--- config.mk ---
export PLATFORM = sky130hd
export DESIGN_NAME = dma_channel
export DESIGN_NICKNAME = d
export VERILOG_FILES = /design/src/rtl/dma_chan_pkg.sv /design/src/rtl/dma_req_sync.sv /design/src/rtl/dma_addr_cnt.sv /design/src/rtl/dma_ctrl.sv /design/src/rtl/dma_channel.sv
export SDC_FILE = /design/constraint.sdc
export NUM_CORES = 1
export LEC_CHECK = 0
export ABC_AREA = 1
export BUFFER_PORTS_ARGS = -buffer_cell sky130_fd_sc_hd__buf_2
export CORE_MARGIN = 3
export CORE_UTILIZATION = 33
export DETAILED_ROUTE_END_ITERATION = 16
export HOLD_SLACK_MARGIN = 0.12
export PLACE_DENSITY_LB_ADDON = 0.12
export SLEW_MARGIN = 20
export SYNTH_ARGS = -nofsm -noshare
export SYNTH_HDL_FRONTEND = slang
export SYNTH_SLANG_ARGS = --single-unit
--- constraint.sdc ---
create_clock -name clk -period 3.15 [get_ports clk]
set_clock_uncertainty 0.1 [all_clocks]
set_input_delay 0.63 -clock clk [delete_from_list [all_inputs] [get_ports clk]]
set_output_delay 0.63 -clock clk [all_outputs]
set_load 0.005 [all_outputs]
--- src/rtl/dma_chan_pkg.sv ---
package dma_chan_pkg;

  typedef enum logic [2:0] {
    ST_IDLE,
    ST_ARB,
    ST_RD,
    ST_WR,
    ST_TAIL,
    ST_REL
  } dma_state_e;

  typedef struct packed {
    logic bus_req;
    logic dev_ack;
    logic addr_oe;
    logic data_oe;
    logic wr_n;
    logic rd_n;
  } dma_drv_t;

  localparam dma_drv_t DRV_OFF = '{bus_req: 1'b0, dev_ack: 1'b0, addr_oe: 1'b0,
                                   data_oe: 1'b0, wr_n: 1'b1, rd_n: 1'b1};

endpackage

--- src/rtl/dma_req_sync.sv ---
module dma_req_sync #(
  parameter int STAGES = 2
) (
  input  logic clk,
  input  logic rst,
  input  logic req_async,
  output logic req_level,
  output logic req_rise
);
  localparam int TOP = STAGES - 1;

  logic [TOP:0] shreg;
  logic         last_q;

  generate
    if (STAGES == 1) begin : g_one
      always_ff @(posedge clk) begin
        if (rst) shreg <= '0;
        else     shreg <= req_async;
      end
    end else begin : g_many
      always_ff @(posedge clk) begin
        if (rst) shreg <= '0;
        else     shreg <= {shreg[TOP-1:0], req_async};
      end
    end
  endgenerate

  always_ff @(posedge clk) begin
    if (rst) last_q <= 1'b0;
    else     last_q <= shreg[TOP];
  end

  assign req_level = shreg[TOP];
  assign req_rise  = shreg[TOP] & ~last_q;

  // an edge event lasts one cycle only
  assert_rise_single_R5: assert property (@(posedge clk) disable iff (rst)
    req_rise |=> !req_rise);

endmodule

--- src/rtl/dma_addr_cnt.sv ---
module dma_addr_cnt #(
  parameter int ADDR_W = 16,
  parameter int CNT_W  = 8
) (
  input  logic              clk,
  input  logic              rst,
  input  logic              load,
  input  logic [ADDR_W-1:0] load_addr,
  input  logic [CNT_W-1:0]  load_cnt,
  input  logic              step,
  output logic [ADDR_W-1:0] addr,
  output logic              cnt_zero,
  output logic              cnt_last
);
  localparam logic [CNT_W-1:0] ONE = CNT_W'(1);

  logic [ADDR_W-1:0] addr_q;
  logic [CNT_W-1:0]  cnt_q;

  always_ff @(posedge clk) begin
    if (rst) begin
      addr_q <= '0;
      cnt_q  <= '0;
    end else if (load) begin
      addr_q <= load_addr;
      cnt_q  <= load_cnt;
    end else if (step) begin
      addr_q <= addr_q + 1'b1;
      cnt_q  <= cnt_q - ONE;
    end
  end

  assign addr     = addr_q;
  assign cnt_zero = (cnt_q == '0);
  assign cnt_last = (cnt_q == ONE);

  // each byte moves the address on by one, modulo the address width
  assert_addr_step_R8: assert property (@(posedge clk) disable iff (rst)
    step |=> addr_q == ADDR_W'($past(addr_q) + 1'b1));

  // a byte is never stepped with nothing left to move
  assert_no_underflow_R8: assert property (@(posedge clk) disable iff (rst)
    step |-> cnt_q != '0);

endmodule

--- src/rtl/dma_ctrl.sv ---
module dma_ctrl
  import dma_chan_pkg::*;
#(
  parameter int DATA_W = 8
) (
  input  logic              clk,
  input  logic              rst,
  input  logic              cfg_load,
  input  logic              cfg_edge,
  input  logic              cfg_buffered,
  input  logic              cfg_len_zero,
  input  logic              req_level,
  input  logic              req_rise,
  input  logic              bus_ack,
  input  logic              cnt_zero,
  input  logic              cnt_last,
  input  logic [DATA_W-1:0] data_i,
  output logic              load_ok,
  output logic              step,
  output logic              done,
  output logic [DATA_W-1:0] data_o,
  output dma_drv_t          drv
);

  dma_state_e        st_q, st_d;
  dma_drv_t          drv_q;
  logic              edge_q, buf_q, pend_q, done_q;
  logic              want, commit;
  logic [DATA_W-1:0] hold_q;

  function automatic dma_drv_t drive_of(dma_state_e s, logic buffered);
    dma_drv_t d;
    d = DRV_OFF;
    case (s)
      ST_ARB, ST_TAIL: d.bus_req = 1'b1;
      ST_RD: begin
        d.bus_req = 1'b1;
        d.dev_ack = 1'b1;
        d.rd_n    = 1'b0;
      end
      ST_WR: begin
        d.bus_req = 1'b1;
        d.addr_oe = 1'b1;
        d.wr_n    = 1'b0;
        d.dev_ack = ~buffered;
        d.data_oe = buffered;
      end
      default: d = DRV_OFF;
    endcase
    return d;
  endfunction

  assign load_ok = cfg_load && (st_q == ST_IDLE);
  assign commit  = (st_q == ST_ARB) && bus_ack;
  assign want    = edge_q ? (pend_q | req_rise) : req_level;
  assign step    = (st_q == ST_WR);

  always_comb begin
    st_d = st_q;
    unique case (st_q)
      ST_IDLE: if (!cfg_load && want && !cnt_zero && !done_q) st_d = ST_ARB;
      ST_ARB:  if (bus_ack) st_d = buf_q ? ST_RD : ST_WR;
      ST_RD:   st_d = ST_WR;
      ST_WR:   st_d = ST_TAIL;
      ST_TAIL: begin
        if (!edge_q && req_level && !done_q) st_d = buf_q ? ST_RD : ST_WR;
        else                                 st_d = ST_REL;
      end
      ST_REL:  if (!bus_ack) st_d = ST_IDLE;
      default: st_d = ST_IDLE;
    endcase
  end

  always_ff @(posedge clk) begin
    if (rst) begin
      st_q   <= ST_IDLE;
      drv_q  <= DRV_OFF;
      edge_q <= 1'b0;
      buf_q  <= 1'b0;
      pend_q <= 1'b0;
      done_q <= 1'b0;
      hold_q <= '0;
    end else begin
      st_q  <= st_d;
      drv_q <= drive_of(st_d, buf_q);
      if (load_ok) begin
        edge_q <= cfg_edge;
        buf_q  <= cfg_buffered;
        pend_q <= 1'b0;
        done_q <= cfg_len_zero;
      end else begin
        pend_q <= (pend_q & ~commit) | req_rise;
        if (step && cnt_last) done_q <= 1'b1;
      end
      if (st_q == ST_RD) hold_q <= data_i;
    end
  end

  assign drv    = drv_q;
  assign done   = done_q;
  assign data_o = hold_q;

  // nothing is driven onto the bus without the grant
  assert_grant_first_R2: assert property (@(posedge clk) disable iff (rst)
    (drv_q.addr_oe || drv_q.dev_ack || !drv_q.rd_n || !drv_q.wr_n) |-> bus_ack);

  // the RAM strobe only comes with a driven address and lasts one cycle
  assert_wr_with_addr_R3: assert property (@(posedge clk) disable iff (rst)
    !drv_q.wr_n |-> drv_q.addr_oe);
  assert_wr_single_R3: assert property (@(posedge clk) disable iff (rst)
    !drv_q.wr_n |=> drv_q.wr_n);

  // acknowledge and address are gone before the bus request drops
  assert_release_order_R4: assert property (@(posedge clk) disable iff (rst)
    $fell(drv_q.bus_req) |-> !$past(drv_q.addr_oe) && !$past(drv_q.dev_ack));

  // a buffered read is followed by the write of the held byte
  assert_read_then_write_R7: assert property (@(posedge clk) disable iff (rst)
    !drv_q.rd_n |=> !drv_q.wr_n && drv_q.data_oe && !drv_q.dev_ack);

  // no new bus tenure once the count has run out
  assert_idle_when_done_R8: assert property (@(posedge clk) disable iff (rst)
    $rose(drv_q.bus_req) |-> !done_q);

endmodule

--- src/rtl/dma_channel.sv ---
module dma_channel
  import dma_chan_pkg::*;
#(
  parameter int ADDR_W      = 16,
  parameter int DATA_W      = 8,
  parameter int CNT_W       = 8,
  parameter int SYNC_STAGES = 2
) (
  input  logic              clk,
  input  logic              rst,
  input  logic              cfg_load,
  input  logic [ADDR_W-1:0] cfg_base,
  input  logic [CNT_W-1:0]  cfg_len,
  input  logic              cfg_edge,
  input  logic              cfg_buffered,
  input  logic              dev_req,
  output logic              dev_ack,
  output logic              bus_req,
  input  logic              bus_ack,
  output logic [ADDR_W-1:0] addr_o,
  output logic              addr_oe,
  output logic              wr_n,
  output logic              rd_n,
  input  logic [DATA_W-1:0] data_i,
  output logic [DATA_W-1:0] data_o,
  output logic              data_oe,
  output logic              done
);

  logic     req_level, req_rise;
  logic     load_ok, step, cnt_zero, cnt_last;
  dma_drv_t drv;

  dma_req_sync #(.STAGES(SYNC_STAGES)) u_sync (
    .clk       (clk),
    .rst       (rst),
    .req_async (dev_req),
    .req_level (req_level),
    .req_rise  (req_rise)
  );

  dma_addr_cnt #(.ADDR_W(ADDR_W), .CNT_W(CNT_W)) u_ptr (
    .clk       (clk),
    .rst       (rst),
    .load      (load_ok),
    .load_addr (cfg_base),
    .load_cnt  (cfg_len),
    .step      (step),
    .addr      (addr_o),
    .cnt_zero  (cnt_zero),
    .cnt_last  (cnt_last)
  );

  dma_ctrl #(.DATA_W(DATA_W)) u_ctrl (
    .clk          (clk),
    .rst          (rst),
    .cfg_load     (cfg_load),
    .cfg_edge     (cfg_edge),
    .cfg_buffered (cfg_buffered),
    .cfg_len_zero (cfg_len == '0),
    .req_level    (req_level),
    .req_rise     (req_rise),
    .bus_ack      (bus_ack),
    .cnt_zero     (cnt_zero),
    .cnt_last     (cnt_last),
    .data_i       (data_i),
    .load_ok      (load_ok),
    .step         (step),
    .done         (done),
    .data_o       (data_o),
    .drv          (drv)
  );

  assign bus_req = drv.bus_req;
  assign dev_ack = drv.dev_ack;
  assign addr_oe = drv.addr_oe;
  assign data_oe = drv.data_oe;
  assign wr_n    = drv.wr_n;
  assign rd_n    = drv.rd_n;

endmodule

# --- After elaboration in Yosys (flattened, before gate mapping) ---
# Index checks and enable logic that the tools add are counted.
totals:
  reg_bits: 48
  latch_bits: 0
  mem_bits_rw: 0
  mem_bits_ro: 0
  in_bits: 39
  output_inout_bits: 31
  mem_count: 0
op_classes:
  add_sub_neg: 2
  mul: 0
  div: 0
  n_lt_le_gt_ge: 0
  n_eq_ne: 10
  shifts: 0
  mux: 17
  bitwise: 8
  n_reduce_logical: 20
op_table:
  columns: ["cell", "count"]
  rows:
  - ["16-bit 2-to-1 mux", 2]
  - ["3-bit case mux with 6 select lines", 1]
  - ["16-bit by 1-bit adder with 16-bit output, second input constant", 1]
  - ["8-bit logical NOT", 2]
  - ["8-bit 2-to-1 mux", 2]
  - ["3-bit 2-to-1 mux", 5]
  - ["3-bit by 2-bit equality test with 1-bit output, second input constant", 4]
  - ["3-bit equality test, second input constant", 3]
  - ["8-bit by 1-bit equality test with 1-bit output, second input constant", 1]
  - ["1-bit logical AND", 8]
  - ["8-bit by 1-bit subtractor with 8-bit output, second input constant", 1]
  - ["3-bit by 1-bit equality test with 1-bit output, second input constant", 2]
  - ["1-bit 2-to-1 mux", 6]
  - ["1-bit logical NOT", 4]
  - ["1-bit inverter", 4]
  - ["2-bit nonzero test", 2]
  - ["2-bit OR reduction", 2]
  - ["4-bit OR reduction", 1]
  - ["3-bit logical NOT", 1]
  - ["1-bit bitwise AND", 2]
  - ["1-bit OR", 2]
  - ["1-bit case mux with 2 select lines", 1]

# --- Depth between registers and ports, before layout ---
# Gate-level depths: netlist of the first run.
logic_depth:
  ltp_word: 12
  ltp_mapped: 9
  mapped_depth_nobuf: 9

# --- Cells and area by module ---
# From an unflattened synthesis of the first run, not the netlist that was laid out.
hier_totals:
  hier_cells: 356
  area_unflattened_um2: 2511.2
modules_own_cells:
  columns: ["module", "n_inst", "cells_each", "area_per_inst_um2"]
  rows:
  - ["dma_addr_cnt", 1, 225, 1532.7]
  - ["dma_ctrl", 1, 114, 865.8]
  - ["dma_req_sync", 1, 10, 86.3]
  - ["dma_channel", 1, 7, 26.3]

# --- Least setup slack after synthesis of the first run ---
# OpenSTA, ideal clock, no wires.
synth_timing:
  kind: "input to register"
  from: "in cfg_load"
  to: "reg u_ptr.addr_q[0], in the netlist u_ptr.addr[0]"
  arrival_time_ps: 1244
  t_required_ps: 2921
  setup_slack_ps: 1677
  cell_stages: 8
  path_cell_list: "nand3_2 -> buf_6 -> inv_8 -> buf_6 -> nand2_1 -> o21ai_1 -> a21oi_1 -> nor2_1"
synth_between:
  elab_chain_cells: 2
synth_lines:
  columns: ["item", "line", "rtl"]
  rows:
  - ["start, declared", "dma_channel.sv:11", "input logic cfg_load,"]
  - ["1-bit logical AND (*)", "dma_ctrl.sv:53", "assign load_ok = cfg_load && (st_q == ST_IDLE);"]
  - ["16-bit 2-to-1 mux / 2-bit nonzero test (equally long branches)", null, null]
  - ["end signal, assigned", "dma_addr_cnt.sv:25", "addr_q <= load_addr;"]
  - ["end signal, assigned", "dma_addr_cnt.sv:28", "addr_q <= addr_q + 1'b1;"]
  - ["end, declared", "dma_addr_cnt.sv:17", "logic [ADDR_W-1:0] addr_q;"]
# Every way passes the cells marked *; elsewhere a longest branch is shown, timed or not.
# A chain may end at the register's enable or synchronous reset.

# --- Final worst setup path of the first run ---
layout_timing:
  from: "reg u_ctrl.st_q[0]"
  to: "reg u_ptr.addr_q[5], in the netlist u_ptr.addr[5]"
layout_between:
  elab_chain_cells: 3
layout_lines:
  columns: ["item", "line", "rtl"]
  rows:
  - ["start, declared", "dma_ctrl.sv:25", "dma_state_e st_q, st_d;"]
  - ["start signal, assigned", "dma_ctrl.sv:84", "st_q <= st_d;"]
  - ["3-bit logical NOT", "dma_ctrl.sv:53", null]
  - ["1-bit logical AND", "dma_ctrl.sv:53", null]
  - ["16-bit 2-to-1 mux / 2-bit nonzero test (equally long branches)", null, null]
# Several ways; a longest one is shown, not always the timed one.

==> flow_summary.toml, run 1 <==
[critical_path]
critPathKind = "reg -> reg"
start_kind = "flip-flop"
cp.arrival_ns = 1.94
cp_common_cell = "nand2_1"
critPathMaxStageDelay_ns = 0.40
cpMaxStageDelayCell = "dfxtp_1"
cp.required_ns = 3.25
crit_family = "simple AND/OR/NAND/NOR gates"
crit_chain = "nor2_2 -> nand3_2 -> nand2_2 -> inv_2 -> nand2_1 -> nand2_1 -> a21oi_1 -> nor2_1"
crit_start = "u_ctrl.st_q[0]"
crit_buf_inv = 1
worst-r2r-cell-count = 8
critPathMaxFanout = 12
r2r_start = "u_ctrl.st_q[0]"
crit_cells = 8
end_kind = "flip-flop"

[power]
p_sw_uw = 408
clockPowerShare_pct = 34.2
peakVddDrop_mv = 0.317
swShare_pct = 29.0
power_density_nw_per_um2 = 458
p_leak_uw = 0.00150
pwr-share-comb_pct = 17.4
p_total_uw = 1410
internal_power_uw = 1000
power_frac_seq_pct = 48.4

[clock_tree]
tritoncts = "yes"
path_clk_slew_ns = 0.09
clk_latency_ns = 0.31
numClockSinks = 48
cts_buffer_depth = 2
root_buffer = "clkbuf_8"
numCtsBuffers = 5
htreeDepth = 2
holdBufCountCts = 0
cts_setup_buffers = 0
cts-resized-gates = 0

[sta]
worstMarginPinSlew_ns = 0.444
grt_setup_unrepaired = "no"
timing.fmax_ghz = 0.542
period_needed_ns = 1.84
finalWorstSetupSlack_ns = 1.31
finalMaxSlewViolations = 0
finalSetupTns_ns = 0
fin_crit_sh_pct = 58.6
setup_viol = 0
relSlewSlack_pct = 70.3
hold_viol = 0

[min_path]
hold_start = "u_sync.shreg[0]"
whs_path_depth = 2
hp-class = "reg -> reg"

[place]
dp_hpwl_um = 5010
port_buffers = 69
place_area_um2 = 2950
place_ws_ns = 1.14
place_congestion = 0.823

[finish]
utilization_pct = 41.7
n_antenna_cell = 0
final_area_um2 = 3080
drive_gt1_share_pct = 22.9
fin_nets = 495
syn_to_final_growth_pct = 21.0

[synth]
synth_cell_types = 34
syn_area_um2 = 2540
synthArstFlopShare_pct = 0
synth_edf_count = 0
netlist_instances = 386
synth_area_per_cell_um2 = 6.59
ys_seq_elements = 48
synthFlopType = "dfxtp_1"
yosys_warnings = 0
syn_nets = 428
synth_seq_area_share_pct = 37.8

[route]
route.layer.met1.wl_um = 3240
drt_iter0_markers = 134
met3WireLength_um = 354
drc_errors = 0
detail-route-antenna-nets = 0
via_count = 2605
routed_wl_um = 6840
route.met2.wl_um = 3180
viasPerCell = 4.71
highest_layer = "met4"
first_pass_iters = 4
post_drt_wl_per_cell_um = 12.4

[floorplan]
die_x_um = 93.8
ios = 70
start_util_pct = 34.5
num_rows = 31
dieArea_um2 = 8790
die_y_um = 93.8
core-area_um2 = 7370

[global_route]
grt_antenna_before_repair = 0
grt_max_degree = 26
grt_use_total_pct = 15.9
grt_overflow = 0
grt_pass1_wl_um = 11300
grt_pass1_vias = 2438

[job]
cap_viol_max_count = 0

[outcome]
status = "complete, no violations"
-- cells by family after synthesis --
logic type | count (synthesis) | share of synthesized area, %
buf+inv | 61 | 10.4
xor+xnor | 1 | 0.345
fa+ha+maj | 3 | 1.48
compound gates | 58 | 12.5
flops | 48 | 37.8
simple gates | 215 | 37.5
-- layer usage --
layer  vias up  track usage [%]
li1       1364                -
met1      1176             20.1
met2        58             27.5
met3         7             3.13
met4         0             4.33
met5         -                0
-- stage by stage --
step	hold WS [ns]	std cells
CTS	0.316	553
global route	0.360	553
global placement	0.301	545
floorplan	0.288	386
finish	0.311	553
detailed placement	0.300	545
-- power groups by stage --
stage / Sequential, µW / Clock [µW] / Combinational (µW)
2_1_floorplan: 692 / 0 / 164
3_3_place_gp: 697 / 0 / 244
3_5_place_dp: 697 / 0 / 247
4_1_cts: 683 / 496 / 248
5_1_grt: 690 / 520 / 280
6_report: 683 / 482 / 245
-- Yosys cell counts (2+ instances only) --
| cell | number | area share [%] |
|---|---|---|
| nand2_1 | 99 | 15 |
| inv_2 | 6 | 0.89 |
| o21ai_0 | 23 | 4.5 |
| nand2_2 | 5 | 1.2 |
| nor2_4 | 2 | 0.89 |
| a31oi_1 | 8 | 2.0 |
| dfxtp_1 | 48 | 38 |
| nor2_2 | 3 | 0.74 |
| nand3_1 | 33 | 6.5 |
| nand4_1 | 6 | 1.5 |
| a21oi_1 | 15 | 3.0 |
| buf_2 | 4 | 0.79 |
| nand3_2 | 2 | 0.79 |
| inv_1 | 44 | 6.5 |
| buf_6 | 3 | 1.3 |
| nor2_1 | 58 | 8.6 |
| o21ai_1 | 5 | 0.98 |
| ha_1 | 3 | 1.5 |
| buf_1 | 2 | 0.30 |
| or2_2 | 3 | 0.74 |
-- cells in the final DEF (no fill, tap or decap), drive strengths merged, types with 3 or more instances in the layout --
master | synthesis | layout
a21oi | 16 | 16
a31oi | 8 | 8
buf | 9 | 70
clkbuf | 1 | 6
dfxtp | 48 | 48
ha | 3 | 3
inv | 51 | 51
nand2 | 104 | 104
nand3 | 36 | 36
nand4 | 6 | 6
nor2 | 64 | 64
o21ai | 29 | 29
or2 | 3 | 3
-- state kept, by name (all words and copies together) (netlist names), 2 cells and up --
register	flops
u_ctrl.data_o	8
u_ctrl.drv	6
u_ctrl.st_q	3
u_ptr.cnt_q	8
u_ptr.addr	16
u_sync.shreg	2
-- worst paths after layout --
kind / end / slack (ns)
worst min register to register: u_sync.shreg[1] / 0.31
worst max-delay path: u_ptr.addr[5] / 1.31
worst max register to register: u_ptr.addr[5] / 1.31
worst min-delay path: u_sync.shreg[1] / 0.31
-- tightest hold or removal path, cell delays in order (launching register included) --
cell and delay [ns]:
dfxtp_1 0.31, inv_1 0.04, nor2_1 0.03
-- final cells by class --
cell class                      count  area, µm²
Inverter                           51        199
Clock inverter                      2       38.8
Multi-Input combinational cell    277       1320
Clock buffer                        6       82.6
Tap cell                           99        124
Sequential cell                    48        961
Timing Repair Buffer               70        353
Fill cell                         822       4290
(Power assumes the default switching activity.)
==> run 2: changes to the inputs <==
--- a/config.mk
+++ b/config.mk
@@ -5,7 +5,7 @@
 export SDC_FILE = /design/constraint.sdc
 export NUM_CORES = 1
 export LEC_CHECK = 0
-export ABC_AREA = 1
+export ABC_AREA = 0
 export BUFFER_PORTS_ARGS = -buffer_cell sky130_fd_sc_hd__buf_2
 export CORE_MARGIN = 3
 export CORE_UTILIZATION = 33
==> constraint.sdc (replaced) <==
create_clock -name clk -period 1.7 [get_ports clk]
set_clock_uncertainty 0.1 [all_clocks]
set_input_delay 0.34 -clock clk [delete_from_list [all_inputs] [get_ports clk]]
set_output_delay 0.34 -clock clk [all_outputs]
set_load 0.005 [all_outputs]
==> run 2 against run 1 <==
Compared with the run above:
- the run now ends with setup timing left
- utilization increased by 9.8 points
- global-route usage increased by 2.0 points
- setup slack got worse by 1.5 ns
- critical path type unchanged
- largest cell class unchanged
==> flow_summary.toml, run 2 <==
[clock_tree]
root_buffer = "clkbuf_8"
cts_buffer_depth = 2
holdBufCountCts = 0
htreeDepth = 2
tritoncts = "yes"
numClockSinks = 48
clk_latency_ns = 0.31
numCtsBuffers = 5
path_clk_slew_ns = 0.10

[synth]
synth_seq_area_share_pct = 41.7
synth_top_family_by_area = "simple AND/OR/NAND/NOR gates"
synthFlopType = "dfxtp_1"
synth_edf_count = 0
synth_common_cells = "dfxtp_1, nand2_1, nor2_1"
synthSimpleGateAreaFrac_pct = 27.6
synthArstFlopShare_pct = 0
synth_area_per_cell_um2 = 8.14
syn_area_um2 = 2300
yosys.area_share.adder_pct = 1.63
synth_xor_area_share_pct = 1.52
yosysMostFrequentCell = "dfxtp_1"
synth_area_leaders = "dfxtp_1, a21oi_1, nand2_1, nor2_1, o21ai_1"
synth_cell_types = 49
ys_seq_elements = 48
synthMuxAreaShare_pct = 0.489
netlist_instances = 283
syn_nets = 325
synth_largest_area_cell = "dfxtp_1"
yosys_warnings = 0
synth_top_area_share_pct = 41.7
synth-compound-area-share_pct = 23.2

[sta]
relSlewSlack_pct = 75.8
hold_viol = 0
grt_setup_unrepaired = "yes"
finalWorstSetupSlack_ns = -0.164
finalMaxSlewViolations = 0
fin_crit_sh_pct = 110
setup_viol = 7
worstMarginPinSlew_ns = 0.363
timing.fmax_ghz = 0.536
period_needed_ns = 1.86

[route]
viasPerCell = 4.99
first_pass_iters = 4
drc_errors = 0
post_drt_wl_per_cell_um = 14.1
via_count = 2476
detail-route-antenna-nets = 0
routed_wl_um = 6970
drt_iter0_markers = 108

[finish]
final_cell_mix = "buf_2, buf_4, dfxtp_1, nand2_1, nor2_1"
n_antenna_cell = 0
drive_gt1_share_pct = 40.7
layout_commonest_cell = "buf_2"
syn_to_final_growth_pct = 46.9
stdcell_count = 496
final_area_um2 = 3380
largest_reg_flops = 16
fin_nets = 444

[critical_path]
cpMaxStageDelayCell = "or3b_4"
crit_chain = "inv_2 -> ha_4 -> or3b_4 -> o211a_1 -> a32oi_4 -> o211ai_1 -> and3b_1"
crit_buf_inv = 1
r2r-end = "u_ctrl.drv[5]"
cp.required_ns = 1.81
reg2reg_slack_ns = -0.16
crit_family = "compound AO/OA/AOI/OAI gates"
end_kind = "flip-flop"
critPathMaxFanout = 4
crit_end = "u_ctrl.drv[5]"
r2r_start = "u_ptr.cnt_q[1]"
start_kind = "flip-flop"
crit_start = "u_ptr.cnt_q[1]"
cp.arrival_ns = 1.97
crit_cells = 7
critPathMaxStageDelay_ns = 0.37
critPathKind = "reg -> reg"
worst-r2r-cell-count = 7

[place]
place_ws_ns = -0.205
port_buffers = 69
dp.cells = 480
dp_hpwl_um = 5090
place_congestion = 0.858
place_area_um2 = 3100

[global_route]
grt_overflow = 0
grt_max_degree = 20
grt_use_total_pct = 17.9
grt_pass1_vias = 2336
grt_pass1_wl_um = 11100
grt_antenna_before_repair = 0

[power]
p_leak_uw = 0.00146
power_frac_seq_pct = 44.0
pwr-share-comb_pct = 26.1
internal_power_uw = 2030
power_density_nw_per_um2 = 843
clockPowerShare_pct = 29.8
peakVddDrop_mv = 0.582
swShare_pct = 28.8
p_sw_uw = 821

[job]
cap_viol_max_count = 0

[outcome]
violations = "setup timing"
status = "finished with violations"

[floorplan]
ios = 70
dieArea_um2 = 8010
start_util_pct = 35.1
core-area_um2 = 6570
die_y_um = 89.5
die_x_um = 89.5
num_rows = 29

[min_path]
whs_path_depth = 2
hp-class = "in -> reg"
==> run 2: power groups by stage <==
stage          registers [µW]  clock network (µW)  logic [µW]
2_1_floorplan            1300                   0         312
3_3_place_gp             1280                   0         649
3_5_place_dp             1280                   0         655
4_1_cts                  1250                 875         690
5_1_grt                  1260                 908         821
6_report                 1260                 851         745
==> run 2: through the flow <==
step	util (%)	hold slack [ns]	setup TNS, ns	power, µW
detailed placement	47.3	0.341	-1.02	1930
global route	51.5	0.130	-1.52	2990
finish	51.5	0.128	-0.819	2850
floorplan	-	0.314	-0.190	1610
CTS	49.7	0.124	-0.640	2820
global placement	47.3	0.329	-0.800	1930
==> run 2: kinds of logic (layout without fill, tap and decap cells) <==
| logic type | Yosys count | count (layout) |
|---|---|---|
| and+or+nand+nor | 126 | 126 |
| AOI/OAI and AO/OA | 79 | 79 |
| DFF | 48 | 48 |
| buffers and inverters | 22 | 142 |
| xor gates and xnor gates | 4 | 4 |
| adders and majority gates | 3 | 3 |
| muxes | 1 | 1 |
==> run 2: final cells by class <==
| cell class | instances | area [µm²] |
|---|---|---|
| Clock buffer | 5 | 68.8 |
| Clock inverter | 3 | 42.5 |
| Fill cell | 659 | 3190 |
| Inverter | 5 | 18.8 |
| Multi-Input combinational cell | 213 | 1350 |
| Sequential cell | 48 | 967 |
| Tap cell | 93 | 116 |
| Timing Repair Buffer | 129 | 818 |
==> run 2: worst min-delay path by stage <==
| stage | from | end | slack (ns) |
|---|---|---|---|
| 3_5_place_dp | u_sync.shreg[0] | u_sync.shreg[1] | 0.34 |
| 3_3_place_gp | u_sync.shreg[0] | u_sync.shreg[1] | 0.33 |
| 5_1_grt | dev_req | u_sync.shreg[0] | 0.13 |
| 6_report | dev_req | u_sync.shreg[0] | 0.13 |
| 2_1_floorplan | u_sync.shreg[0] | u_sync.shreg[1] | 0.31 |
| 4_1_cts | dev_req | u_sync.shreg[0] | 0.12 |
==> run 2: repair_timing <==
item	in CTS	in global routing
endpoints found under the setup margin	12	19
pin swaps	6	8
buffers inserted	4	4
hold endpoints to repair	0	0
resized for setup	4	23
==> run 2: per-layer routing <==
metal	GRT usage, %	share of wire [%]	vias to the layer above
met5	0	0	-
met1	22.2	46	1132
met2	31.2	48	63
met4	5.28	1.2	0
met3	3.69	4.5	8
li1	-	-	1273
==> run 3: changes to the inputs <==
==> constraint.sdc (replaced) <==
create_clock -name clk -period 2 [get_ports clk]
set_clock_uncertainty 0.1 [all_clocks]
set_input_delay 0.4 -clock clk [delete_from_list [all_inputs] [get_ports clk]]
set_output_delay 0.4 -clock clk [all_outputs]
set_load 0.005 [all_outputs]
==> run 3 against run 2 <==
Compared with the run above:
- the flow now finishes without violations
- first-iteration DRC count increased by 38%
- sequential share of layout area is 3.1 points higher
- design area shrank 10%
- worst hold slack better by 0.084 ns
- utilization shrank 5.3 points
- sequential power fell by 13%
- count of clock-buffer cells in the layout increased by 2
- total power is 19% lower
- critical endpoint unchanged
- largest cell class unchanged
==> flow_summary.toml, run 3 (synthesis gave the netlist of run 2 again) <==
[outcome]
status = "complete, no violations"

[finish]
n_antenna_cell = 0
layout_commonest_cell = "buf_2"
largest_reg_flops = 16
syn_to_final_growth_pct = 31.8
drive_gt1_share_pct = 30.0
final_area_um2 = 3040
fin_nets = 408
utilization_pct = 46.2
multi_input_area_um2 = 1270
final_cell_mix = "buf_2, dfxtp_1, nand2_1, nor2_1, a21oi_1"
regArea_um2 = 962
fillCellCount = 692

[sta]
whs_ns = 0.212
timing.fmax_ghz = 0.521
worstMarginPinSlew_ns = 0.351
finalMaxSlewViolations = 0
relSlewSlack_pct = 76.6
fin_crit_sh_pct = 95.9
finalSetupTns_ns = 0
grt_setup_unrepaired = "yes"
setup_viol = 0
period_needed_ns = 1.92
hold_viol = 0
finalWorstSetupSlack_ns = 0.0822

[floorplan]
start_util_pct = 35.1
die_y_um = 89.5
num_rows = 29
die_x_um = 89.5
ios = 70
dieArea_um2 = 8010
core-area_um2 = 6570

[clock_tree]
root_buffer = "clkbuf_8"
numClockSinks = 48
htreeDepth = 2
tritoncts = "yes"
cts_buffer_depth = 2
holdBufCountCts = 0
clk_latency_ns = 0.30
numCtsBuffers = 5
path_clk_slew_ns = 0.09
cts-resized-gates = 0
cts_setup_buffers = 0

[global_route]
grt_antenna_before_repair = 0
grt_max_degree = 22
grt_use_total_pct = 16.4
grt_overflow = 0
grt_pass1_vias = 2125
grt_pass1_wl_um = 10300

[critical_path]
crit_chain = "inv_2 -> ha_4 -> or3b_4 -> o211a_1 -> a32oi_4 -> o211ai_1 -> and3b_1"
cp.required_ns = 2.09
start_kind = "flip-flop"
critPathKind = "reg -> reg"
critPathMaxFanout = 3
crit_family = "simple AND/OR/NAND/NOR gates"
critPathMaxStageDelay_ns = 0.39
cp.arrival_ns = 2.01
crit_buf_inv = 1
end_kind = "flip-flop"
cpMaxStageDelayCell = "or3b_4"

[place]
place_congestion = 0.785
place_ws_ns = 0.0810
place_area_um2 = 2890
port_buffers = 69
dp_hpwl_um = 4680

[power]
power_density_nw_per_um2 = 765
clockPowerShare_pct = 33.2
p_leak_uw = 0.00127
p_sw_uw = 627
peakVddDrop_mv = 0.273
pwr-share-comb_pct = 20.0
internal_power_uw = 1690
power_frac_seq_pct = 46.8
swShare_pct = 27.0

[job]
cap_viol_max_count = 0

[route]
drt_iter0_markers = 149
drc_errors = 0
via_count = 2354
post_drt_wl_per_cell_um = 13.8
first_pass_iters = 4
viasPerCell = 5.12
routed_wl_um = 6340
detail-route-antenna-nets = 0

[min_path]
hp-class = "in -> reg"
[run 3: layout make-up]
class / count / area share, %
inverter: 5 / 0.618
clock buffer: 7 / 3.17
sequential: 48 / 31.7
clock inverter: 1 / 0.989
timing repair buffer: 93 / 17.7
tap: 93 / 3.83
multi-input combinational: 213 / 42.0
[run 3: metrics by stage]
step | power [µW] | cells
6_report | 2320 | 460
5_1_grt | 2450 | 460
4_1_cts | 2330 | 460
3_5_place_dp | 1560 | 452
3_3_place_gp | 1560 | 452
2_1_floorplan | 1360 | 283
[run 3: layer usage]
metal,vias to the layer above,global-route usage [%],part of all wire (%)
li1,1198,-,-
met1,1073,23.5,48
met4,0,4.47,0.49
met3,2,3.87,7.1
met5,-,0,0
met2,81,24.8,44
[run 3: worst paths after layout]
| path | depth (start not counted) | end | slack, ns | from |
|---|---|---|---|---|
| setup / recovery | 7 | u_ctrl.drv[5] | 0.08 | u_ptr.cnt_q[1] |
| hold / removal | 2 | u_sync.shreg[0] | 0.21 | dev_req |
| setup reg to reg | 7 | u_ctrl.drv[5] | 0.08 | u_ptr.cnt_q[1] |
| hold reg to reg | 1 | u_sync.shreg[1] | 0.35 | u_sync.shreg[0] |
[run 3: power groups by stage]
stage | sequential, µW | clock, µW | combinational [µW]
after floorplan | 1100 | 0 | 258
after global placement | 1110 | 0 | 453
after detailed placement | 1110 | 0 | 454
after CTS | 1080 | 790 | 456
after global routing | 1100 | 831 | 520
final | 1090 | 771 | 464
